===== src/rtl/rsg_pkg.sv =====
package rsg_pkg;
    localparam int DATA_W = 32;

    typedef enum logic [2:0] {
        ST_HOLD,
        ST_SIF,
        ST_BASE,
        ST_KICK,
        ST_LWAIT,
        ST_RUN
    } seq_state_t;

    localparam logic [DATA_W-1:0] ID_PATTERN = 32'h8765_4321;
    localparam logic [DATA_W-1:0] ID_INVALID = 32'hFFFF_FFFF;

    localparam int ADR_ID      = 0;
    localparam int ADR_SYSCFG  = 1;
    localparam int ADR_RSTCTL  = 2;
    localparam int ADR_SCRATCH = 3;
    localparam int ADR_LAST    = ADR_SCRATCH;
    localparam int ADR_WL_LAST = ADR_RSTCTL;
endpackage


===== src/rtl/rsg_pin_sync.sv =====
module rsg_pin_sync #(
    parameter int STAGES = 2
) (
    input  logic clk,
    input  logic por_n,
    input  logic pin_n,
    output logic pin_n_sync
);
    logic [STAGES-1:0] chain;

    always_ff @(posedge clk or negedge por_n) begin
        if (!por_n) begin
            chain <= '0;
        end else begin
            chain <= {chain[STAGES-2:0], pin_n};
        end
    end

    assign pin_n_sync = chain[STAGES-1];
endmodule


===== src/rtl/rsg_sequencer.sv =====
module rsg_sequencer
    import rsg_pkg::*;
#(
    parameter int SIF_CYCLES  = 64,
    parameter int BASE_CYCLES = 2875000
) (
    input  logic clk,
    input  logic por_n,
    input  logic pin_n_sync,
    input  logic soft_rst,
    input  logic ldr_done,
    output logic dom_rst_n,
    output logic id_valid,
    output logic strap_capture,
    output logic ldr_start,
    output logic ready
);
    localparam int MAX_CYC = (SIF_CYCLES > BASE_CYCLES) ? SIF_CYCLES : BASE_CYCLES;
    localparam int CNT_W   = $clog2(MAX_CYC + 1);
    localparam logic [CNT_W-1:0] SIF_LAST  = CNT_W'(SIF_CYCLES - 1);
    localparam logic [CNT_W-1:0] BASE_LAST = CNT_W'(BASE_CYCLES - 1);

    seq_state_t state, state_nx;
    logic [CNT_W-1:0] cnt;
    logic             counting;

    // next-state logic
    always_comb begin
        state_nx = state;
        if (!pin_n_sync || soft_rst) begin
            state_nx = ST_HOLD;
        end else begin
            unique case (state)
                ST_HOLD:  state_nx = ST_SIF;
                ST_SIF:   if (cnt == SIF_LAST)  state_nx = ST_BASE;
                ST_BASE:  if (cnt == BASE_LAST) state_nx = ST_KICK;
                ST_KICK:  state_nx = ST_LWAIT;
                ST_LWAIT: if (ldr_done) state_nx = ST_RUN;
                ST_RUN:   state_nx = ST_RUN;
                default:  state_nx = ST_HOLD;
            endcase
        end
    end

    // state register
    always_ff @(posedge clk or negedge por_n) begin
        if (!por_n) begin
            state <= ST_HOLD;
        end else begin
            state <= state_nx;
        end
    end

    // stage timer, cleared on every state change
    assign counting = (state == ST_SIF) || (state == ST_BASE);

    always_ff @(posedge clk or negedge por_n) begin
        if (!por_n) begin
            cnt <= '0;
        end else if (state_nx != state) begin
            cnt <= '0;
        end else if (counting) begin
            cnt <= cnt + 1'b1;
        end
    end

    // outputs, Moore style
    always_comb begin
        dom_rst_n     = 1'b1;
        id_valid      = 1'b1;
        strap_capture = 1'b0;
        ldr_start     = 1'b0;
        ready         = 1'b0;
        unique case (state)
            ST_HOLD: begin
                dom_rst_n     = 1'b0;
                id_valid      = 1'b0;
                strap_capture = 1'b1;
            end
            ST_SIF: begin
                dom_rst_n = 1'b0;
                id_valid  = 1'b0;
            end
            ST_BASE:  ;
            ST_KICK:  ldr_start = 1'b1;
            ST_LWAIT: ;
            ST_RUN:   ready = 1'b1;
            default: begin
                dom_rst_n = 1'b0;
                id_valid  = 1'b0;
            end
        endcase
    end
endmodule


===== src/rtl/rsg_regbus.sv =====
module rsg_regbus
    import rsg_pkg::*;
#(
    parameter int ADDR_W  = 4,
    parameter int STRAP_W = 8
) (
    input  logic               clk,
    input  logic               por_n,
    input  logic               ready,
    input  logic               id_valid,
    input  logic               dom_rst_n,
    input  logic               strap_capture,
    input  logic [STRAP_W-1:0] strap_in,
    input  logic               bus_req,
    input  logic               bus_we,
    input  logic [ADDR_W-1:0]  bus_addr,
    input  logic [DATA_W-1:0]  bus_wdata,
    output logic               soft_rst,
    output logic               rsp_valid,
    output logic [DATA_W-1:0]  rsp_rdata,
    output logic               rsp_err
);
    localparam int STRAP_LSB = 8;

    logic [STRAP_W-1:0] strap_q;
    logic [DATA_W-1:0]  scratch_q;
    logic               decoded;
    logic               whitelisted;
    logic               refuse;
    logic [DATA_W-1:0]  rd_word;
    logic [DATA_W-1:0]  syscfg_word;

    assign decoded     = (int'(bus_addr) <= ADR_LAST);
    assign whitelisted = (int'(bus_addr) <= ADR_WL_LAST);

    always_comb begin
        syscfg_word = '0;
        syscfg_word[STRAP_LSB +: STRAP_W] = strap_q;
        syscfg_word[0] = ready;
    end

    always_comb begin
        rd_word = '0;
        if (decoded) begin
            unique case (int'(bus_addr))
                ADR_ID:      rd_word = id_valid ? ID_PATTERN : ID_INVALID;
                ADR_SYSCFG:  rd_word = syscfg_word;
                ADR_RSTCTL:  rd_word = '0;
                ADR_SCRATCH: rd_word = scratch_q;
                default:     rd_word = '0;
            endcase
        end
    end

    always_comb begin
        if (bus_we) begin
            refuse = !ready || !decoded;
        end else begin
            refuse = !decoded || (!ready && !whitelisted);
        end
    end

    assign soft_rst = bus_req && bus_we && ready &&
                      (int'(bus_addr) == ADR_RSTCTL) && bus_wdata[0];

    always_ff @(posedge clk or negedge por_n) begin
        if (!por_n) begin
            strap_q <= '0;
        end else if (strap_capture) begin
            strap_q <= strap_in;
        end
    end

    always_ff @(posedge clk or negedge por_n) begin
        if (!por_n) begin
            scratch_q <= '0;
        end else if (!dom_rst_n) begin
            scratch_q <= '0;
        end else if (bus_req && bus_we && ready &&
                     (int'(bus_addr) == ADR_SCRATCH)) begin
            scratch_q <= bus_wdata;
        end
    end

    always_ff @(posedge clk or negedge por_n) begin
        if (!por_n) begin
            rsp_valid <= 1'b0;
            rsp_rdata <= '0;
            rsp_err   <= 1'b0;
        end else begin
            rsp_valid <= bus_req;
            if (bus_req) begin
                rsp_err   <= refuse;
                rsp_rdata <= (bus_we || refuse) ? '0 : rd_word;
            end else begin
                rsp_err   <= 1'b0;
                rsp_rdata <= '0;
            end
        end
    end
endmodule


===== src/rtl/chip_reset_gate.sv =====
module chip_reset_gate
    import rsg_pkg::*;
#(
    parameter int SIF_CYCLES  = 64,
    parameter int BASE_CYCLES = 2875000,
    parameter int STRAP_W     = 8,
    parameter int ADDR_W      = 4
) (
    input  logic               clk,
    input  logic               por_n,
    input  logic               ext_rst_n,
    input  logic [STRAP_W-1:0] strap_in,
    input  logic               ldr_done,
    input  logic               bus_req,
    input  logic               bus_we,
    input  logic [ADDR_W-1:0]  bus_addr,
    input  logic [31:0]        bus_wdata,
    output logic               dom_rst_n,
    output logic               ldr_start,
    output logic               ready,
    output logic               rsp_valid,
    output logic [31:0]        rsp_rdata,
    output logic               rsp_err
);
    logic pin_n_sync;
    logic soft_rst;
    logic id_valid;
    logic strap_capture;

    rsg_pin_sync #(.STAGES(2)) u_sync (
        .clk        (clk),
        .por_n      (por_n),
        .pin_n      (ext_rst_n),
        .pin_n_sync (pin_n_sync)
    );

    rsg_sequencer #(
        .SIF_CYCLES  (SIF_CYCLES),
        .BASE_CYCLES (BASE_CYCLES)
    ) u_seq (
        .clk           (clk),
        .por_n         (por_n),
        .pin_n_sync    (pin_n_sync),
        .soft_rst      (soft_rst),
        .ldr_done      (ldr_done),
        .dom_rst_n     (dom_rst_n),
        .id_valid      (id_valid),
        .strap_capture (strap_capture),
        .ldr_start     (ldr_start),
        .ready         (ready)
    );

    rsg_regbus #(
        .ADDR_W  (ADDR_W),
        .STRAP_W (STRAP_W)
    ) u_bus (
        .clk           (clk),
        .por_n         (por_n),
        .ready         (ready),
        .id_valid      (id_valid),
        .dom_rst_n     (dom_rst_n),
        .strap_capture (strap_capture),
        .strap_in      (strap_in),
        .bus_req       (bus_req),
        .bus_we        (bus_we),
        .bus_addr      (bus_addr),
        .bus_wdata     (bus_wdata),
        .soft_rst      (soft_rst),
        .rsp_valid     (rsp_valid),
        .rsp_rdata     (rsp_rdata),
        .rsp_err       (rsp_err)
    );
endmodule


===== config.mk =====
export PLATFORM = sky130hd
export DESIGN_NAME = chip_reset_gate
export DESIGN_NICKNAME = d
export VERILOG_FILES = /design/src/rtl/rsg_pkg.sv /design/src/rtl/rsg_pin_sync.sv /design/src/rtl/rsg_sequencer.sv /design/src/rtl/rsg_regbus.sv /design/src/rtl/chip_reset_gate.sv
export SDC_FILE = /design/constraint.sdc
export NUM_CORES = 1
export LEC_CHECK = 0
export CORE_MARGIN = 2
export CORE_UTILIZATION = 30
export DETAILED_ROUTE_END_ITERATION = 8
export SLEW_MARGIN = 20
export SYNTH_ARGS = -nofsm -noshare
export SYNTH_HDL_FRONTEND = slang
export SYNTH_SLANG_ARGS = --single-unit
export TNS_END_PERCENT = 100

===== constraint.sdc =====
create_clock -name clk -period 2.1 [get_ports clk]
set_input_delay 0.42 -clock clk [delete_from_list [all_inputs] [get_ports clk]]
set_output_delay 0.42 -clock clk [all_outputs]
set_load 0.05 [all_outputs]

==> metrics.md <==
| Metric | Value |
|---|---|
| Syn nets | `between 400 and 500` |
| Max stage delay cell, worst path | `dfrtp_1` |
| # H-tree levels | `3` |
| Syn Area/Cell | `approximately 11 sq um` |
| WL/cell | `around 17 um` |
| Setup violations, final | `21` |
| Layout area overhead | `49.8%` |
| Die ar. | `between 15000 and 20000 sq um` |
| CP endpoint kind | `register` |
| PortBufs | `between 80 and 90` |
| DRC | `0` |
| RSZ-0062 raised after global routing | `yes` |
| Hold Crit Class | `reg2reg` |
| Kind of critical path | `reg2reg` |
| Worst IR Drop VDD | `a little under 0.4 mV` |
| Dominant cells by area after synthesis | `dfrtp_1 (54%), nand2_1 (7.4%), a2111oi_2 (5.8%), a21oi_1 (4.2%), o21ai_0 (3.6%)` |
| DRT Pass-1 Iters | `5` |
| Sequential area share after synthesis | `0.538` |
| Area fraction of the dominant cell type after synthesis | `0.538` |
| Reg clk slew, reported paths | `70 ps` |
| Top FF cell, synth | `dfrtp_1` |
| CTS root buf | `clkbuf_16` |
| Synth Cell Area | `4700 sq um` |
| Final wirelength | `13200 um` |
| Share of cells above drive strength 1 | `0.236` |
| Finished Layout Cells | `between 700 and 800` |
| Layout Skew | `roughly 10 ps` |
| Vias after detailed routing | `around 4000` |
| Critical-path cell list | `ha_2, nand4_1, buf_4, nor3_4, buf_6, a211oi_4, o21ai_4, buf_12, a2111oi_2` |
| Slew Viols, Final | `0` |
| Max cap viols | `0` |
| Startpoint types | `register` |
| Largest net degree at the start of global routing | `between 50 and 60` |
| CTS tree | `done` |
| Fin util | `0.461` |
| Reg2reg path depth | `9` |
| Grt ovf | `0` |
| Die outline width | `around 130 um` |
| Die H | `approximately 130 um` |
| Clock Sinks | `between 100 and 150` |
| IO Count | `slightly below 90` |
| Post-route ant nets | `0` |
| Post-synth EDFFs | `0` |
| CP arrival | `around 2400 ps` |
| Initial core utilization | `0.308` |
| Via density | `4.91` |
| Outcome | `finished with violations` |
| Worst hold path cell count | `0` |
| Num CTS Buffers | `9` |
| LEAKAGE | `2.80 nW` |
| CP top delay family | `compound AO/OA/AOI/OAI gates` |
| Initial DRC count | `approximately 350` |
| Synth cell count leaders | `dfrtp_1 (101), nand2_1 (93), a21oi_1 (39), o21ai_0 (34), nor2_1 (22)` |
| Placeable Area | `15300 sq um` |
| Worst Path Max Fanout | `11` |
| Placer Congestion | `between 0.8 and 0.9` |
| Warnings, synthesis | `0` |
| CTS max path bufs | `2` |
| Slew @ Worst Pin | `just under 600 ps` |
| Most numerous cell in the Yosys netlist | `dfrtp_1` |
| Place WS | `-509 ps` |
| Distinct cells, synth | `between 50 and 60` |
| Pwr per Cell Area | `about 630 nW/um^2` |
| Final net count | `630` |
| Synthesized flop and latch total | `between 100 and 150` |
| Cells after synthesis | `about 450` |
| Worst setup margin | `-69.0 ps` |
| Highest Clock Rate | `about 0.46 GHz` |
| Initial antenna violation count | `0` |
| Slowest stage delay, CP | `400 ps` |
| Yosys top cell by area | `dfrtp_1` |
| Rows | `45` |
| First-pass GRT wire length | `19700 um` |
| CP Data Required Time | `between 2000 and 2500 ps` |
| Via count of the first global-routing pass | `between 3000 and 4000` |
| Final Cycle Share | `1.03` |
| Failing checks | `setup timing` |
| Fin crit period | `approximately 2200 ps` |
| Async SR Flop Fraction | `1.00` |
| Number of antenna diodes | `0` |
| CP Depth | `9` |
| DP HPWL | `about 8500 um` |
| Max-slew headroom | `0.610` |
| Design Power | `between 4 and 5 mW` |
| Total GRT Usage | `0.152` |
| Crit path buf inv count | `3` |
| Final Hold Fails | `0` |
| Placed Cells | `roughly 760` |
| Clk_lat worst skew | `about 350 ps` |
[sequential cells by signal (all words and copies together) (netlist names)]
register         cells
u_sync.chain         2
u_bus.scratch_q     32
u_bus.rsp_valid      1
u_seq.cnt           22
u_bus.rsp_err        1
u_seq.state          3
u_bus.rsp_rdata     32
u_bus.strap_q        8
[kinds of logic (layout without fill, tap and decap cells)]
kind of cell / Yosys count / after routing / share of synthesized area
AO/OA/AOI/OAI: 108 / 108 / 0.177
XOR/XNOR: 23 / 23 / 0.0429
adder cells (fa/ha/maj): 1 / 1 / 0.00266
buffers and inverters: 36 / 173 / 0.0410
flip-flops: 101 / 101 / 0.538
multiplexers: 8 / 8 / 0.0189
AND/OR/NAND/NOR: 170 / 170 / 0.179
[where the power goes]
group	leakage [nW]	internal (mW)	switching (mW)
registers	1.37	1.98	0.0236
clock network	0.164	1.17	0.745
logic	1.26	0.239	0.237
total	2.80	3.39	1.00
[timing repair]
action                                  4_1_cts  5_1_grt
gates cloned                                  0        6
hold endpoints to repair                     20        0
buffers inserted                              2       11
pin swaps                                     3       20
hold buffers                                  1        0
endpoints found under the setup margin       24       24
resized for setup                            12       31
[path summary, 6_finish.rpt]
kind                            slack, ps                   to       startpoint
worst min-delay path                  360      u_sync.chain[1]  u_sync.chain[0]
worst max register to register        -70        u_seq.cnt[14]     u_seq.cnt[1]
max in group asynchronous             920  u_bus.rsp_rdata[18]            por_n
worst max-delay path                  -70        u_seq.cnt[14]     u_seq.cnt[1]
worst min register to register        360      u_sync.chain[1]  u_sync.chain[0]
min in group asynchronous             500     u_bus.strap_q[5]            por_n
[worst reg2reg max path, cell delays in order (launching register included)]
cell	delay, ps
dfrtp_1	400
ha_2	200
nand4_1	180
buf_4	160
nor3_4	50
buf_6	130
a211oi_4	270
o21ai_4	130
buf_12	180
a2111oi_2	360
[layout make-up]
class	count	area [sq um]
multi-input combinational	310	2260
clock inverter	5	108
tap	211	264
fill	1381	8230
inverter	6	22.5
sequential	101	2530
timing repair buffer	151	1610
clock buffer	11	233
[routing by layer]
metal	share of wire	vias up	GRT usage
met5	0	-	0
met4	0.011	0	0.0345
met3	0.052	13	0.0413
met2	0.49	115	0.252
met1	0.45	1937	0.198
li1	-	1839	-
[stage by stage]
stage,area [sq um],setup TNS (ps),hold WS [ps]
after global routing,7030,-2870,361
after detailed placement,6150,-12160,329
after floorplan,4700,0,124
after global placement,6150,-10840,329
after CTS,6610,0,358
final,7030,-1010,356
[layout by cell type, fill, tap and decap left out, drive strengths merged, types with 4 or more instances in the layout]
cell and instances:
nor3 10, nand4 8, mux2 7, clkbuf 15, nand2 93, xnor2 11, o21ai 35, a2111oi 22
a21oi 39, nor4 4, dlymetal6s2s 5, nand3 6, and3 4, clkdlybuf4s50 77, a22oi 5, buf 64
xor2 12, nor2 22, dfrtp 101, inv 7
Note: power is estimated with default switching activity, not from simulation.
